==> src/rtl/dacsnd_pkg.sv <==
// Shared widths and the DAC command word layout.
package dacsnd_pkg;
    localparam int CMD_W  = 16;
    localparam int DATA_W = 12;

    // Command word; the field order is fixed by the DAC's decoder.
    typedef struct packed {
        logic              chan_b;      // bit 15
        logic              zero;        // bit 14
        logic              gain_unity;  // bit 13
        logic              active;      // bit 12, active-low shutdown on the wire
        logic [DATA_W-1:0] code;        // bits 11:0
    } dac_cmd_t;

    function automatic dac_cmd_t make_cmd(input logic chan_b,
                                          input logic gain_unity,
                                          input logic active,
                                          input logic [DATA_W-1:0] code);
        dac_cmd_t c;
        c.chan_b     = chan_b;
        c.zero       = 1'b0;
        c.gain_unity = gain_unity;
        c.active     = active;
        c.code       = code;
        return c;
    endfunction
endpackage

==> src/rtl/dacsnd_timer.sv <==
// Period counter: counts 0..period and returns to 0. The tick is high in the
// cycle that holds the final count. Assumes period >= 5. A count already past
// a newly lowered period still wraps on the next clock.
module dacsnd_timer #(
    parameter int CNT_W = 16
) (
    input  logic             clk,
    input  logic             rst_n,
    input  logic [CNT_W-1:0] period,
    output logic [CNT_W-1:0] cnt,
    output logic             tick
);
    localparam logic [CNT_W-1:0] ONE = CNT_W'(1);

    // Marks the final count of each period.
    assign tick = (cnt >= period);

    // Advances the count and wraps it at the end of each period.
    always_ff @(posedge clk) begin
        if (!rst_n)    cnt <= '0;
        else if (tick) cnt <= '0;
        else           cnt <= cnt + ONE;
    end
endmodule

==> src/rtl/dacsnd_csgen.sv <==
// Dual-compare select generator: drives cs_n low one clock after the count
// equals period-LEAD and high one clock after it equals rise_at. The falling
// compare wins if both match on the same count.
module dacsnd_csgen #(
    parameter int CNT_W = 16,
    parameter int LEAD  = 4
) (
    input  logic             clk,
    input  logic             rst_n,
    input  logic [CNT_W-1:0] cnt,
    input  logic [CNT_W-1:0] period,
    input  logic [CNT_W-1:0] rise_at,
    output logic             cs_n
);
    localparam logic [CNT_W-1:0] LEAD_V = CNT_W'(LEAD);

    logic fall_hit;
    logic rise_hit;

    // Compare matches for the two edges of the select pulse.
    assign fall_hit = (cnt == period - LEAD_V);
    assign rise_hit = (cnt == rise_at);

    // Registers the select level; an edge comes one clock after its match.
    always_ff @(posedge clk) begin
        if (!rst_n)        cs_n <= 1'b1;
        else if (fall_hit) cs_n <= 1'b0;
        else if (rise_hit) cs_n <= 1'b1;
    end
endmodule

==> src/rtl/dacsnd_table.sv <==
// Sample table with one write port and a play index. The index moves on each
// advance pulse and returns to 0 after entry 'last'. Reads are combinational
// from the current index.
module dacsnd_table #(
    parameter int DEPTH  = 8,
    parameter int DATA_W = 12,
    parameter int AW     = $clog2(DEPTH)
) (
    input  logic              clk,
    input  logic              rst_n,
    input  logic              we,
    input  logic [AW-1:0]     waddr,
    input  logic [DATA_W-1:0] wdata,
    input  logic [AW-1:0]     last,
    input  logic              advance,
    output logic [DATA_W-1:0] rd_data
);
    localparam logic [AW-1:0] STEP = AW'(1);

    logic [DATA_W-1:0] mem [DEPTH];
    logic [AW-1:0]     idx;

    // Storage: cleared by reset, written one entry at a time.
    always_ff @(posedge clk) begin
        if (!rst_n) begin
            for (int i = 0; i < DEPTH; i++) mem[i] <= '0;
        end else if (we) begin
            mem[waddr] <= wdata;
        end
    end

    // Play index: one step per frame, wrapping after the last entry.
    always_ff @(posedge clk) begin
        if (!rst_n)       idx <= '0;
        else if (advance) idx <= (idx >= last) ? '0 : idx + STEP;
    end

    // Current sample for the next frame.
    assign rd_data = mem[idx];
endmodule

==> src/rtl/dacsnd_shifter.sv <==
// SPI shifter: clk/2 serial clock with idle low, MSB first. Data changes on
// the falling SCK edge. A load is taken only while sel_n is low. Deselecting
// stops a shift and returns SCK to idle on the next clock.
module dacsnd_shifter #(
    parameter int W = 16
) (
    input  logic         clk,
    input  logic         rst_n,
    input  logic         load,
    input  logic [W-1:0] word,
    input  logic         sel_n,
    output logic         sck,
    output logic         sdo
);
    localparam int              BC_W     = $clog2(W);
    localparam logic [BC_W-1:0] LAST_BIT = BC_W'(W - 1);
    localparam logic [BC_W-1:0] BC_ONE   = BC_W'(1);

    logic [W-1:0]    shreg;
    logic [BC_W-1:0] bitcnt;
    logic            busy;

    // Shift sequencing: load, rising half, then falling half with a shift.
    always_ff @(posedge clk) begin
        if (!rst_n) begin
            shreg  <= '0;
            bitcnt <= '0;
            busy   <= 1'b0;
            sck    <= 1'b0;
        end else if (sel_n) begin
            busy <= 1'b0;
            sck  <= 1'b0;
        end else if (load) begin
            shreg  <= word;
            bitcnt <= '0;
            busy   <= 1'b1;
            sck    <= 1'b0;
        end else if (busy) begin
            if (!sck) begin
                sck <= 1'b1;
            end else begin
                sck   <= 1'b0;
                shreg <= {shreg[W-2:0], 1'b0};
                if (bitcnt == LAST_BIT) busy <= 1'b0;
                else                    bitcnt <= bitcnt + BC_ONE;
            end
        end
    end

    // Serial data: current MSB during a shift, low otherwise.
    assign sdo = busy & shreg[W-1];
endmodule

==> src/rtl/dacsnd_sender.sv <==
// Top: timer-paced DAC command sender. The period counter paces frames, the
// dual-compare stage frames them with cs_n, and at each tick the shifter
// loads the word built from the table entry and the field inputs.
module dacsnd_sender
    import dacsnd_pkg::*;
#(
    parameter int CNT_W     = 16,
    parameter int TBL_DEPTH = 8,
    parameter int CS_LEAD   = 4,
    parameter int AW        = $clog2(TBL_DEPTH)
) (
    input  logic              clk,
    input  logic              rst_n,
    input  logic [CNT_W-1:0]  period,
    input  logic [CNT_W-1:0]  cs_rise_at,
    input  logic              chan_b,
    input  logic              gain_unity,
    input  logic              out_enable,
    input  logic              tbl_we,
    input  logic [AW-1:0]     tbl_waddr,
    input  logic [DATA_W-1:0] tbl_wdata,
    input  logic [AW-1:0]     tbl_last,
    output logic              cs_n,
    output logic              sck,
    output logic              sdo
);
    logic [CNT_W-1:0]  tmr_cnt;
    logic              tmr_tick;
    logic [DATA_W-1:0] tbl_rd;
    dac_cmd_t          cmd;

    dacsnd_timer #(.CNT_W(CNT_W)) u_timer (
        .clk    (clk),
        .rst_n  (rst_n),
        .period (period),
        .cnt    (tmr_cnt),
        .tick   (tmr_tick)
    );

    dacsnd_csgen #(.CNT_W(CNT_W), .LEAD(CS_LEAD)) u_csgen (
        .clk     (clk),
        .rst_n   (rst_n),
        .cnt     (tmr_cnt),
        .period  (period),
        .rise_at (cs_rise_at),
        .cs_n    (cs_n)
    );

    dacsnd_table #(.DEPTH(TBL_DEPTH), .DATA_W(DATA_W), .AW(AW)) u_table (
        .clk     (clk),
        .rst_n   (rst_n),
        .we      (tbl_we),
        .waddr   (tbl_waddr),
        .wdata   (tbl_wdata),
        .last    (tbl_last),
        .advance (tmr_tick),
        .rd_data (tbl_rd)
    );

    // Builds the command word from the fields and the current sample.
    assign cmd = make_cmd(chan_b, gain_unity, out_enable, tbl_rd);

    dacsnd_shifter #(.W(CMD_W)) u_shift (
        .clk   (clk),
        .rst_n (rst_n),
        .load  (tmr_tick),
        .word  (cmd),
        .sel_n (cs_n),
        .sck   (sck),
        .sdo   (sdo)
    );
endmodule

==> config.mk <==
export PLATFORM = sky130hd
export DESIGN_NAME = dacsnd_sender
export DESIGN_NICKNAME = d
export VERILOG_FILES = /design/src/rtl/dacsnd_pkg.sv /design/src/rtl/dacsnd_timer.sv /design/src/rtl/dacsnd_csgen.sv /design/src/rtl/dacsnd_table.sv /design/src/rtl/dacsnd_shifter.sv /design/src/rtl/dacsnd_sender.sv
export SDC_FILE = /design/constraint.sdc
export NUM_CORES = 1
export LEC_CHECK = 0
export BUFFER_PORTS_ARGS = -buffer_cell sky130_fd_sc_hd__buf_2
export CAP_MARGIN = 25
export CORE_UTILIZATION = 60
export DETAILED_ROUTE_END_ITERATION = 7
export GPL_ROUTABILITY_DRIVEN = 0
export HOLD_SLACK_MARGIN = 0.06
export MAX_ROUTING_LAYER = met4
export PLACE_DENSITY = 0.81
export RECOVER_POWER = 25
export SLEW_MARGIN = 20
export SYNTH_ARGS = -nofsm -noshare
export SYNTH_HDL_FRONTEND = slang
export SYNTH_SLANG_ARGS = --single-unit
==> constraint.sdc <==
create_clock -name clk -period 5 [get_ports clk]
set_input_delay 1 -clock clk [delete_from_list [all_inputs] [get_ports clk]]
set_output_delay 1 -clock clk [all_outputs]
set_load 0.005 [all_outputs]
==> summary.md <==
| Metric | Value |
|---|---|
| DP Cell Count | 804 |
| Number of synthesized flops with an enable pin | 96 |
| Setup repair after global routing missed its margin | no |
| Rows | 39 |
| Number of buffers created by CTS | 17 |
| Hold Path Class | flip-flop to flip-flop |
| Remaining global-route overflow | 0 |
| Leak Pwr | approximately 3.1 nW |
| Clock Skew | 0.0158 ns |
| Proportion of synthesized area in mux cells | 9.15% |
| Maximum number of pins on one net before global-route repair | 27 |
| Area enclosed by the die boundary | 12700 um2 |
| PwrDens | 324 nW/um2 |
| Syn Area/Cell | 11.7 um2 |
| Achievable Freq | 0.292 GHz |
| DRT antenna net count | 0 |
| Synthesized instance count | 628 |
| Relative max-transition margin | 32.0% |
| Antenna violations before repair | 0 |
| Clock root buffer | clkbuf_16 |
| Total of warnings raised by yosys | 0 |
| Hold slack final | 0.460 ns |
| IR Drop Worst-Case VDD | 0.260 mV |
| Part of the Yosys area used for sequential elements | around half |
| Global-route total usage across every layer | 26.6% |
| Post-Synthesis Cell Area | 7330 um2 |
| Endpoints failing hold | 0 |
| Combinational family with the most area after synthesis | simple AND/OR/NAND/NOR gates |
| Effective utilization at floorplan | 62.8% |
| Core area | 11700 um2 |
| Diode count | 0 |
| Ratio of routed vias to standard cells | 5.98 |
| Syn nets | 707 |
| Wire length per cell | 18.3 um |
| CP Data Required Time | 5.29 ns |
| Die width | 113 um |
| Final count of pins violating max slew | 0 |
| Leading cell types in the layout, fill and taps excluded | edfxtp_1, and2_1, buf_2 |
| Number of flip-flops and latches in the synthesized netlist | ~140 |
| Hold-fix buffers, CTS | 0 |
| Setup bufs post-CTS | 0 |
| Synth Area in Compound Gates | 6.32% |
| Final critical path time including I/O delays and setup | 3.42 ns |
| Worst-margin pin slew | 1.02 ns |
| CTS H-tree depth | 4 |
| First-pass GRT wire length | 24.8 mm |
| Fraction of final layout cells sized beyond drive strength 1 | 17.9% |
| Height of the chip | between 100 and 150 um |
| Setup violation total in the final timing report | 0 |
| Post-route fraction of the period consumed by the critical path | 68.5% |
| Largest driver fanout on the critical path | 26 |
| Total via count after detailed routing | 4998 |
| Kind of capture point of the worst setup path | flip-flop |
| Setup_tns | 0 ns |
| Maximum clock path buffer count | 2 |
| Result of the run | complete, no violations |
| Final layout net count | 759 |
| Distinct cell type count of the synthesized netlist | between 50 and 60 |
| Residual DRC count | 0 |
| Area share of and/or/nand/nor cells after synthesis | between 10% and 20% |
| Total wirelength of the detailed-routed design | 15.3 mm |
| Drt first pass iters | 4 |
| Adder-cell share of the synthesized area | 3.93% |
| Skew-Pair Late Insertion Delay | 0.42 ns |
| Register clock-pin slew on the reported worst setup and hold paths | 0.06 ns |
| Final HPWL from detailed placement | 10.7 mm |
| Share of synthesized registers carrying an async set or reset | 0% |
| Most common library cell in the layout ignoring fill and taps | edfxtp_1 |
| Initial DRC Count | 359 |
| Area share of xor/xnor cells in the synthesized design | 5.86% |
| Layout overhead on the synthesized area | 12.7% |
| Port Buffers | 58 |
| Clock tree from TritonCTS | built |
| Number of gates given a new drive strength after cts | 0 |
| Num ports | 59 |
| Setup crit start kind | primary input |
| Non-filler cells in the finished layout | 836 |
| Number of global-route vias before repair | about 5000 |
| Total clock sinks | 141 |
| Number of filler cells placed in the layout | 829 |
| MaxCap Viol Count | 0 |
| Data arrival time of the worst path | 3.71 ns |
| Category of the critical setup timing path | primary input to flip-flop |
| Top FF cell, synth | edfxtp_1 |
| Post-Route Utilization | 70.8% |
-- layer usage --
metal | part of all wire [%] | global-route usage (%) | vias to the layer above
met3 | 4.6 | 4.48 | 20
li1 | - | - | 2383
met1 | 42 | 31.6 | 2434
met4 | 1.5 | 9.69 | 0
met2 | 52 | 45.7 | 161
met5 | 0 | - | -
-- synth_stat cells, drive strengths merged (2+ instances only) --
library cell | n | area, um2
a211o | 12 | 105
and2 | 100 | 626
o21ai | 20 | 100
buf | 8 | 65.1
mux2i | 13 | 130
dfxtp | 45 | 901
mux4 | 24 | 541
nor3b | 3 | 22.5
nand3b | 2 | 15.0
xor2 | 5 | 43.8
and3 | 14 | 87.6
clkbuf | 28 | 105
or4 | 3 | 22.5
a31oi | 3 | 18.8
nand2 | 16 | 60.1
nor3 | 20 | 105
nand4 | 14 | 87.6
ha | 23 | 288
nor2 | 31 | 116
o311ai | 2 | 17.5
nand3 | 21 | 105
xnor2 | 44 | 385
nor2b | 3 | 18.8
nor4 | 3 | 18.8
a21o | 4 | 30.0
a221oi | 3 | 45.0
a21oi | 10 | 50.1
inv | 29 | 109
or3 | 4 | 25.0
a2111oi | 2 | 17.5
edfxtp | 96 | 2880
nand2b | 7 | 43.8
-- power breakdown --
group / internal (mW) / total [mW] / leakage (nW) / switching, mW
Combinational: 0.0703 / 0.163 / 1.57 / 0.0932
Clock: 0.690 / 1.19 / 0.271 / 0.498
Sequential: 1.30 / 1.32 / 1.29 / 0.0197
-- registers in the layout (all words and copies together), names as in the netlist, named ones only --
register / count
u_table.mem: 96
u_shift.shreg: 16
u_timer.cnt: 16
u_shift.bitcnt: 4
u_table.idx: 3
u_csgen.cs_n: 1
u_shift.busy: 1
u_shift.sck: 1
-- area by class of cell --
cell class | instances | area, um2 | area share, %
Inverter | 30 | 113 | 1.36
Multi-Input combinational cell | 421 | 3260 | 39.5
Tap cell | 143 | 179 | 2.17
Sequential cell | 141 | 3780 | 45.8
Clock buffer | 17 | 425 | 5.15
Clock inverter | 15 | 140 | 1.70
Timing Repair Buffer | 69 | 353 | 4.27
-- cells by family (layout without fill, tap and decap cells) --
logic type      count (synthesis)  count (layout)
simple gates                  247             247
flops                         141             141
buf+inv                        66             131
compound gates                 65              65
xor+xnor                       49              49
mux                            37              37
fa+ha+maj                      23              23
-- path summary, 6_finish.rpt --
check / startpoint / endpoint / slack, ns / cells after the start
hold reg to reg: u_shift.shreg[9]$_SDFFE_PN0P_ / u_shift.shreg[9]$_SDFFE_PN0P_ / 0.46 / 1
hold / removal: u_shift.shreg[9]$_SDFFE_PN0P_ / u_shift.shreg[9]$_SDFFE_PN0P_ / 0.46 / 1
setup reg to reg: u_timer.cnt[0]$_SDFF_PP0_ / u_shift.shreg[14]$_SDFFE_PN0P_ / 1.76 / 9
setup / recovery: period[0] / u_shift.shreg[14]$_SDFFE_PN0P_ / 1.58 / 9
-- per-stage QoR --
| step | setup slack [ns] | total power [mW] | area [um2] |
|---|---|---|---|
| CTS | 1.61 | 2.68 | 8270 |
| global placement | 1.31 | 1.50 | 7710 |
| floorplan | 1.95 | 1.43 | 7330 |
| detailed placement | 1.19 | 1.51 | 7710 |
| finish | 1.58 | 2.67 | 8250 |
| global route | 1.24 | 2.75 | 8250 |
-- worst max-delay path: stages --
cell	delay (ns)
buf_2	0.10
ha_1	0.29
nand2b_1	0.14
a2111oi_0	0.42
o32a_1	0.25
and2_1	0.62
buf_4	0.35
nor2_1	0.15
a2111oi_0	0.38
No activity file was read; power rests on OpenSTA's default activity.
